`config.mk`:
```
export PLATFORM = sky130hd
export DESIGN_NAME = atomic_link_monitor
export DESIGN_NICKNAME = d
export VERILOG_FILES = /design/src/rtl/alm_pkg.sv /design/src/rtl/alm_link_reg.sv /design/src/rtl/alm_word_store.sv /design/src/rtl/atomic_link_monitor.sv
export SDC_FILE = /design/constraint.sdc
export NUM_CORES = 2
export LEC_CHECK = 0
export BUFFER_PORTS_ARGS = -buffer_cell sky130_fd_sc_hd__buf_2
export CAP_MARGIN = 15
export CORE_ASPECT_RATIO = 1.1
export CORE_MARGIN = 2
export CORE_UTILIZATION = 35
export DETAILED_ROUTE_END_ITERATION = 10
export SLEW_MARGIN = 30
export SYNTH_ARGS = -nofsm -noshare
export SYNTH_HDL_FRONTEND = slang
export SYNTH_HIERARCHICAL = 1
export SYNTH_SLANG_ARGS = --single-unit
```
`constraint.sdc`:
```
create_clock -name clk -period 0.95 [get_ports clk]
set_input_delay 0.0475 -clock clk [delete_from_list [all_inputs] [get_ports clk]]
set_output_delay 0.0475 -clock clk [all_outputs]
set_load 0.01 [all_outputs]
```
`src/rtl/alm_pkg.sv`:
```
package alm_pkg;

  typedef enum logic [1:0] {
    OP_LOAD       = 2'b00,
    OP_STORE      = 2'b01,
    OP_LINK_LOAD  = 2'b10,
    OP_COND_STORE = 2'b11
  } alm_op_e;

  typedef enum logic [1:0] {
    RSP_ZERO = 2'b00,
    RSP_WORD = 2'b01,
    RSP_FLAG = 2'b10
  } alm_rsp_e;

endpackage

```
`src/rtl/alm_link_reg.sv`:
```
module alm_link_reg #(
  parameter int BLK_W = 3
) (
  input  logic             clk,
  input  logic             rst_n,
  input  logic             ll_fire,
  input  logic             sc_fire,
  input  logic [BLK_W-1:0] req_blk,
  input  logic             inv_fire,
  input  logic [BLK_W-1:0] inv_blk,
  input  logic             irq,
  output logic             sc_pass
);

  logic             resv_q, resv_d;
  logic [BLK_W-1:0] blk_q, blk_d;
  logic             blk_en;
  logic             inv_hits_resv;
  logic             inv_hits_req;
  logic             open_ok;

  // Coherence kill of the current reservation, and of one being opened now
  assign inv_hits_resv = inv_fire && (inv_blk == blk_q);
  assign inv_hits_req  = inv_fire && (inv_blk == req_blk);
  assign open_ok       = ll_fire && !irq && !inv_hits_req;

  // Same-cycle closing events take priority over the conditional store
  assign sc_pass = resv_q && (blk_q == req_blk) && !irq && !inv_hits_resv;

  always_comb begin
    resv_d = resv_q;
    blk_d  = blk_q;
    blk_en = 1'b0;
    if (sc_fire || irq || inv_hits_resv) begin
      resv_d = 1'b0;
    end
    if (open_ok) begin
      resv_d = 1'b1;
      blk_d  = req_blk;
      blk_en = 1'b1;
    end
  end

  always_ff @(posedge clk or negedge rst_n) begin
    if (!rst_n) begin
      resv_q <= 1'b0;
      blk_q  <= '0;
    end else begin
      resv_q <= resv_d;
      if (blk_en) begin
        blk_q <= blk_d;
      end
    end
  end

  a_r7_irq_clears : assert property (@(posedge clk) disable iff (!rst_n)
    irq |=> !resv_q);

  a_r6_sc_clears : assert property (@(posedge clk) disable iff (!rst_n)
    (sc_fire && !ll_fire) |=> !resv_q);

  a_r8_inv_clears : assert property (@(posedge clk) disable iff (!rst_n)
    (inv_fire && resv_q && (inv_blk == blk_q) && !ll_fire) |=> !resv_q);

  a_r3_ll_records : assert property (@(posedge clk) disable iff (!rst_n)
    (ll_fire && !irq && !(inv_fire && (inv_blk == req_blk)))
      |=> (resv_q && (blk_q == $past(req_blk))));

  a_r9_quiet_holds : assert property (@(posedge clk) disable iff (!rst_n)
    (!ll_fire && !sc_fire && !irq && !inv_fire)
      |=> ($stable(resv_q) && $stable(blk_q)));

endmodule

```
`src/rtl/alm_word_store.sv`:
```
module alm_word_store #(
  parameter int DATA_W = 32,
  parameter int WORDS  = 128,
  localparam int IDX_W = $clog2(WORDS)
) (
  input  logic              clk,
  input  logic              wr_en,
  input  logic [IDX_W-1:0]  wr_idx,
  input  logic [DATA_W-1:0] wr_data,
  input  logic              rd_en,
  input  logic [IDX_W-1:0]  rd_idx,
  output logic [DATA_W-1:0] rd_data
);

  logic [DATA_W-1:0] cells [WORDS];
  logic [DATA_W-1:0] rd_q;

  always_ff @(posedge clk) begin
    if (wr_en) begin
      cells[wr_idx] <= wr_data;
    end
  end

  always_ff @(posedge clk) begin
    if (rd_en) begin
      rd_q <= cells[rd_idx];
    end
  end

  assign rd_data = rd_q;

endmodule

```
`src/rtl/atomic_link_monitor.sv`:
```
module atomic_link_monitor
  import alm_pkg::*;
#(
  parameter int DATA_W      = 32,
  parameter int MEM_WORDS   = 128,
  parameter int BLOCK_BYTES = 64,
  localparam int BYTES_W    = DATA_W / 8,
  localparam int OFF_W      = $clog2(BYTES_W),
  localparam int ADDR_W     = $clog2(MEM_WORDS * BYTES_W)
) (
  input  logic              clk,
  input  logic              rst_n,
  input  logic              req_valid,
  input  logic [1:0]        req_op,
  input  logic [ADDR_W-1:0] req_addr,
  input  logic [DATA_W-1:0] req_wdata,
  input  logic              inv_valid,
  input  logic [ADDR_W-1:0] inv_addr,
  input  logic              irq_event,
  output logic              rsp_valid,
  output logic [DATA_W-1:0] rsp_rdata
);

  localparam int IDX_W   = $clog2(MEM_WORDS);
  localparam int BLK_OFF = $clog2(BLOCK_BYTES);
  localparam int BLK_W   = ADDR_W - BLK_OFF;

  // Reset: asserted at once, released after two clock edges
  logic rst_meta_q, rst_sync_q;
  always_ff @(posedge clk or negedge rst_n) begin
    if (!rst_n) begin
      rst_meta_q <= 1'b0;
      rst_sync_q <= 1'b0;
    end else begin
      rst_meta_q <= 1'b1;
      rst_sync_q <= rst_meta_q;
    end
  end

  alm_op_e            op;
  logic [IDX_W-1:0]   word_idx;
  logic [BLK_W-1:0]   req_blk, inv_blk;
  logic               ll_fire, sc_fire, ld_fire, st_fire;
  logic               sc_pass;
  logic               mem_we, mem_re;
  logic [DATA_W-1:0]  mem_rdata;
  logic               unused_low_bits;

  assign op       = alm_op_e'(req_op);
  assign word_idx = req_addr[ADDR_W-1:OFF_W];
  assign req_blk  = req_addr[ADDR_W-1:BLK_OFF];
  assign inv_blk  = inv_addr[ADDR_W-1:BLK_OFF];
  assign unused_low_bits = ^{req_addr[OFF_W-1:0], inv_addr[BLK_OFF-1:0]};

  assign ld_fire = req_valid && (op == OP_LOAD);
  assign st_fire = req_valid && (op == OP_STORE);
  assign ll_fire = req_valid && (op == OP_LINK_LOAD);
  assign sc_fire = req_valid && (op == OP_COND_STORE);

  assign mem_we  = st_fire || (sc_fire && sc_pass);
  assign mem_re  = ld_fire || ll_fire;

  alm_link_reg #(.BLK_W(BLK_W)) i_link (
    .clk      (clk),
    .rst_n    (rst_sync_q),
    .ll_fire  (ll_fire),
    .sc_fire  (sc_fire),
    .req_blk  (req_blk),
    .inv_fire (inv_valid),
    .inv_blk  (inv_blk),
    .irq      (irq_event),
    .sc_pass  (sc_pass)
  );

  alm_word_store #(.DATA_W(DATA_W), .WORDS(MEM_WORDS)) i_store (
    .clk     (clk),
    .wr_en   (mem_we),
    .wr_idx  (word_idx),
    .wr_data (req_wdata),
    .rd_en   (mem_re),
    .rd_idx  (word_idx),
    .rd_data (mem_rdata)
  );

  // Response stage: next-state logic
  logic     rsp_valid_q, rsp_valid_d;
  alm_rsp_e rsp_kind_q, rsp_kind_d;
  logic     flag_q, flag_d;
  logic     rsp_en;

  always_comb begin
    rsp_valid_d = req_valid;
    rsp_en      = req_valid;
    rsp_kind_d  = RSP_ZERO;
    flag_d      = 1'b0;
    if (mem_re) begin
      rsp_kind_d = RSP_WORD;
    end else if (sc_fire) begin
      rsp_kind_d = RSP_FLAG;
      flag_d     = sc_pass;
    end
  end

  always_ff @(posedge clk or negedge rst_sync_q) begin
    if (!rst_sync_q) begin
      rsp_valid_q <= 1'b0;
      rsp_kind_q  <= RSP_ZERO;
      flag_q      <= 1'b0;
    end else begin
      rsp_valid_q <= rsp_valid_d;
      if (rsp_en) begin
        rsp_kind_q <= rsp_kind_d;
        flag_q     <= flag_d;
      end
    end
  end

  always_comb begin
    case (rsp_kind_q)
      RSP_WORD: rsp_rdata = mem_rdata;
      RSP_FLAG: rsp_rdata = {{(DATA_W-1){1'b0}}, flag_q};
      default:  rsp_rdata = '0;
    endcase
  end

  assign rsp_valid = rsp_valid_q;

  a_r1_rsp_follows : assert property (@(posedge clk) disable iff (!rst_sync_q)
    req_valid |=> rsp_valid);

  a_r1_no_spurious : assert property (@(posedge clk) disable iff (!rst_sync_q)
    !req_valid |=> !rsp_valid);

  a_r5_fail_answers_zero : assert property (@(posedge clk) disable iff (!rst_sync_q)
    (sc_fire && !sc_pass) |=> (rsp_rdata == '0));

endmodule

```
# Word-level counts from Yosys, hierarchy flattened
# Memories as Yosys holds them, arrays and structs flattened. A register that Yosys moved wholly into a read port is not among the register bits.
# Cells that the tools add are included.
# totals
mem_count	1
regBits	10
out_inout_bits	33
word_cells	48
input_bits	57
mem_bits_rw	4096
# mem_list
name	words	width	read_ports	rd_clocked_by_memory_dff	wr	line_no	source
i_store.cells	128	32	1	1	1	alm_word_store.sv:15	logic [DATA_W-1:0] cells [WORDS];
# op_classes
reduce_logical	22
mux	10
eq_ne	8
# op_table
operator	count
32-bit one-hot mux with 2 select lines	1
1-bit logical AND	12
3-bit == test	3
1-bit two-way mux	7
2-bit == test (second input constant)	3
2-bit by 1-bit == test with 1-bit output (second input constant)	2
1-bit logical OR	4
2-bit two-way mux	2
1-bit logical NOT	3
2-bit logical NOT	1
2-bit AND reduction	1
2-bit nonzero test	1

# Depth between registers and ports, before layout
# depth
ltp_word	8
depth_mapped	10
ltp_nobuf	8

# Hierarchy
# The synthesis kept the hierarchy.
# by_module_without_submodules
mod	cells_each	seq_area_each_um2	instances	area_each_um2
alm_word_store	5990	123958.9	1	156596.4
atomic_link_monitor	58	150.1	1	474.2
alm_link_reg	30	100.1	1	324.1

# Least setup slack after synthesis
# No wires, ideal clock.
# synth_timing
path_type	reg2reg
from	register i_link.blk_q[0]
to	memory i_store.cells[98][0], enable pin
path_slack_ps	-3520
period_less_slack_ps	4470
arrival_ps	4009
setup_ps	461
path_stages_with_launch	9
required_time_ps	489
n_path_buf	1
path_cell_list	dfrtp_1 > xnor2_1 > and4_1 > nor4b_1 > inv_1 > a21oi_1 > clkbuf_1 > nand4_1 > nor3_1
# synth_via
elab_chain_len	8
word_cells_on_any_way	11
cone_classes	eq/ne (2); mux (2); reduce/logical (7)
# synth_rtl
item	line_no	source
start, declared	alm_link_reg.sv:16	logic [BLK_W-1:0] blk_q, blk_d;
start signal, assigned	alm_link_reg.sv:51	blk_q <= blk_d;
3-bit == test, on equally long branches	alm_link_reg.sv:28, alm_link_reg.sv:23	
1-bit logical AND, on equally long branches	alm_link_reg.sv:28, alm_link_reg.sv:23	
1-bit logical AND / 1-bit logical NOT (equally long branches)	alm_link_reg.sv:28	assign sc_pass = resv_q && (blk_q == req_blk) && !irq && !inv_hits_resv;
1-bit logical AND (*)	alm_link_reg.sv:28	
via sc_pass	atomic_link_monitor.sv:44	logic sc_pass;
1-bit logical AND (*)	atomic_link_monitor.sv:60	assign mem_we = st_fire || (sc_fire && sc_pass);
1-bit logical OR (*)	atomic_link_monitor.sv:60	
via mem_we	atomic_link_monitor.sv:45	logic mem_we, mem_re;
1-bit two-way mux (*)	alm_word_store.sv:19	if (wr_en) begin
1-bit two-way mux (not written as such) (*)	alm_word_store.sv:20	cells[wr_idx] <= wr_data;
end, declared	alm_word_store.sv:15	
# The timed path passes the listed nets; every way through them passes the cells marked *.

# Final worst setup path
# layout_timing
from	register i_link.blk_q[0]
to	memory i_store.cells[114][15], enable pin
# Same word-level chain as after synthesis.

==> run metrics <==
Die Height=707 microns; worst hold path type=in2reg; Final Cell Area=194000 sq um; vias post-DR=76000; Synthesis Warnings=6; Sw Ratio=21.5%; CTS buffer count=406; fraction of layout cells with a size suffix above 1=41.9%; Worst Path Required=1.70 ns; Clock Power Share=41.7%; CTS H-tree lvls=5; initial antenna violation count=80; Max Freq=0.316 GHz; Tightest Pin Transition=0.933 ns; Distinct cells, synth=39; syn_area_per_cell=25.9 sq um; Hold WS=-0.000888 ns; Peak VDD IR=1.79 mV; fin cells=13700; Worst setup SP type=flop; Cells on Worst Hold Path=9; Iter 0 DRT Violations=11500; worst setup path class=reg2reg; dpl cells=12800; CTS Buffer Depth=4; Cell Chain, Critical Path=xnor2_1 -> and4_1 -> nor4b_2 -> inv_1 -> a21oi_2 -> buf_6 -> buf_6 -> nor2b_4 -> nand2_2 -> buf_12 -> nor2_4 -> buf_12 -> bufbuf_16; syn_nets=6137; critical path's top delay family=buffers and inverters; period utilisation layout=333%; Arrival @ worst endpoint=3.92 ns; mapped cell area=157000 sq um; ys async rst share=0.242%; RSZ-0062 raised after global routing=true; crit path buf inv count=6; via-per-instance ratio=5.56; antenna-violating nets left=0; combinational group share of total power=5.9%; area grow syn2layout=23.3%; failing checks=hold timing, setup timing; Leak=60.7 nW; status=finished, violations left; routed len/inst=33.6 microns; Max Slew Vio Count=0; critical path endpoint category=flop; Final Critical Period=3.17 ns; Switching Power=0.0825 W; first-pass GRT wire length=626000 microns; Setup WS post-layout=-2.22 ns; critical path depth=13; TritonCTS clock tree=built; Total Wirelength=460000 microns; Fin Setup TNS=-8510.41 ns; worst-path fanout max=7; port buffer count=81; internal power=0.301 W; clk sinks=4138; # setup viols final=4201; Initial Utilization=35.1%; Post-DP HPWL=294000 microns; # IOs=90; Mapped Cells=6078; router iterations before antenna repair=7; PD cells=1980 nW/um^2; worst-skew pair later-pin latency=1.03 ns; sequential power share=52.5%; pin count of the biggest net entering global routing=65; die width=643 microns; Post-synth EDFFs=4128; Max Cap Viol=0; Die Area=455000 sq um; GR Util All Layers=19.8%; crit path max-delay cell type=dfrtp_1; hold-fix buffers at CTS=58; highest cell delay on the worst timing path=0.43 ns; Worst-path clk slew=0.06 ns; ys flop type=edfxtp_1; post-synthesis register bit count=4138; CTS Root Cell=clkbuf_16; Layout Nets=7391; Cell Area, Placed=179000 sq um; R2R cell count=13; clock skew=0.0887 ns; Post-route DRC=0; sequential fraction of the synthesis area=78.9%; Hold Vio Cnt, Final=1; vias in the first global route=75700; row cnt=258; core area=448000 sq um; GR Overflow Total=0; most frequent cells in the layout=4128 x edfxtp_1, 1344 x mux4_2, 539 x buf_12; global placement routability congestion=0.835; most common cell after layout, fill and taps aside=edfxtp_1; Max transition margin=37.6%
[layer usage]
metal / part of all wire, % / track usage, %
met1: 39 / 27.6
met2: 48 / 31.8
met3: 10 / 3.81
met4: 3.0 / 5.57
met5: 0.032 / 0
[flip-flops by register name, indices dropped and copies added (netlist names)]
signal,flops
flag_q,1
i_link/blk_q,3
i_link/resv_q,1
i_store/cells,4096
i_store/rd_data,32
rsp_kind_q,2
rsp_valid,1
rst_meta_q,1
rst_sync_q,1
[worst reg2reg max path, delay by kind of cell, from the launching register on]
kind,cells,cell delay [ns]
buf+inv,6,1.10
simple gates,5,1.08
flops,1,0.43
compound gates,1,0.20
xor+xnor,1,0.15
[what timing repair did]
item	CTS	global route
setup buffers	20	22
resized for setup	18	18
endpoints found under the hold margin	4269	1
gates cloned	14	20
pin swaps	17	16
endpoints found under the setup margin	4163	4195
[power by group through the flow]
stage	registers, W	logic, W	clock network, W
2_1_floorplan	0.205	0.00980	0
3_3_place_gp	0.205	0.0220	0
3_5_place_dp	0.205	0.0224	0
4_1_cts	0.201	0.0227	0.162
5_1_grt	0.201	0.0234	0.169
6_report	0.201	0.0225	0.160
[synthesized netlist by cell type (2+ instances only)]
master	number	area [sq um]
edfxtp_1	4128	124000
mux4_2	1344	30300
clkbuf_1	182	683
nor2_1	123	462
buf_2	82	410
buf_1	50	188
mux2_2	33	372
and2_1	32	200
nand2_1	15	56.3
nand3_1	13	65.1
dfrtp_1	10	250
nor3_1	9	45.0
nor2b_1	8	50.1
xnor2_1	8	70.1
inv_1	5	18.8
nand4_1	5	31.3
buf_4	3	22.5
nand2b_1	3	18.8
buf_6	2	22.5
ha_1	2	25.0
o21bai_1	2	15.0
or3b_2	2	17.5
[cells by family (layout without fill, tap and decap cells)]
kind of cell               Yosys count  count (layout)  share of synthesized area [%]
DFF                               4138            4138                           78.9
and+or+nand+nor                    217             217                          0.638
AOI/OAI and AO/OA                    9               9                         0.0437
buffers and inverters              324            1913                          0.855
xor gates and xnor gates             9               9                         0.0549
muxes                             1378            1378                           19.5
adders and majority gates            2               2                         0.0159
other                                1              33                        0.00238
[path summary, 6_finish.rpt]
path	slack (ns)	startpoint	to
worst max-delay path	-2.22	i_link/blk_q[0]	i_store/cells[114][15]
worst min-delay path	-0.0009	req_addr[8]	flag_q
worst max register to register	-2.22	i_link/blk_q[0]	i_store/cells[114][15]
worst min register to register	0.14	rst_sync_q	rsp_valid
max in group asynchronous	0.35	rst_n	rst_sync_q
min in group asynchronous	0.14	rst_sync_q	rsp_valid
[per-stage QoR]
stage | power [W] | setup WS [ns] | utilization, %
6_report | 0.384 | -2.22 | 43.3
5_1_grt | 0.394 | -2.31 | 43.3
4_1_cts | 0.387 | -2.02 | 43.1
3_5_place_dp | 0.228 | -2.45 | 39.9
3_3_place_gp | 0.227 | -2.43 | 39.9
2_1_floorplan | 0.215 | -2.28 | -
[layout make-up]
cell class	count	area [sq um]
Clock buffer	482	10500
Antenna cell	32	80.1
Sequential cell	4138	124000
Timing Repair Buffer	1165	16300
Tap cell	5980	7480
Clock inverter	261	2620
Inverter	5	18.8
Fill cell	37200	254000
Multi-Input combinational cell	1616	32900
Note: power is estimated with default switching activity, not from simulation.
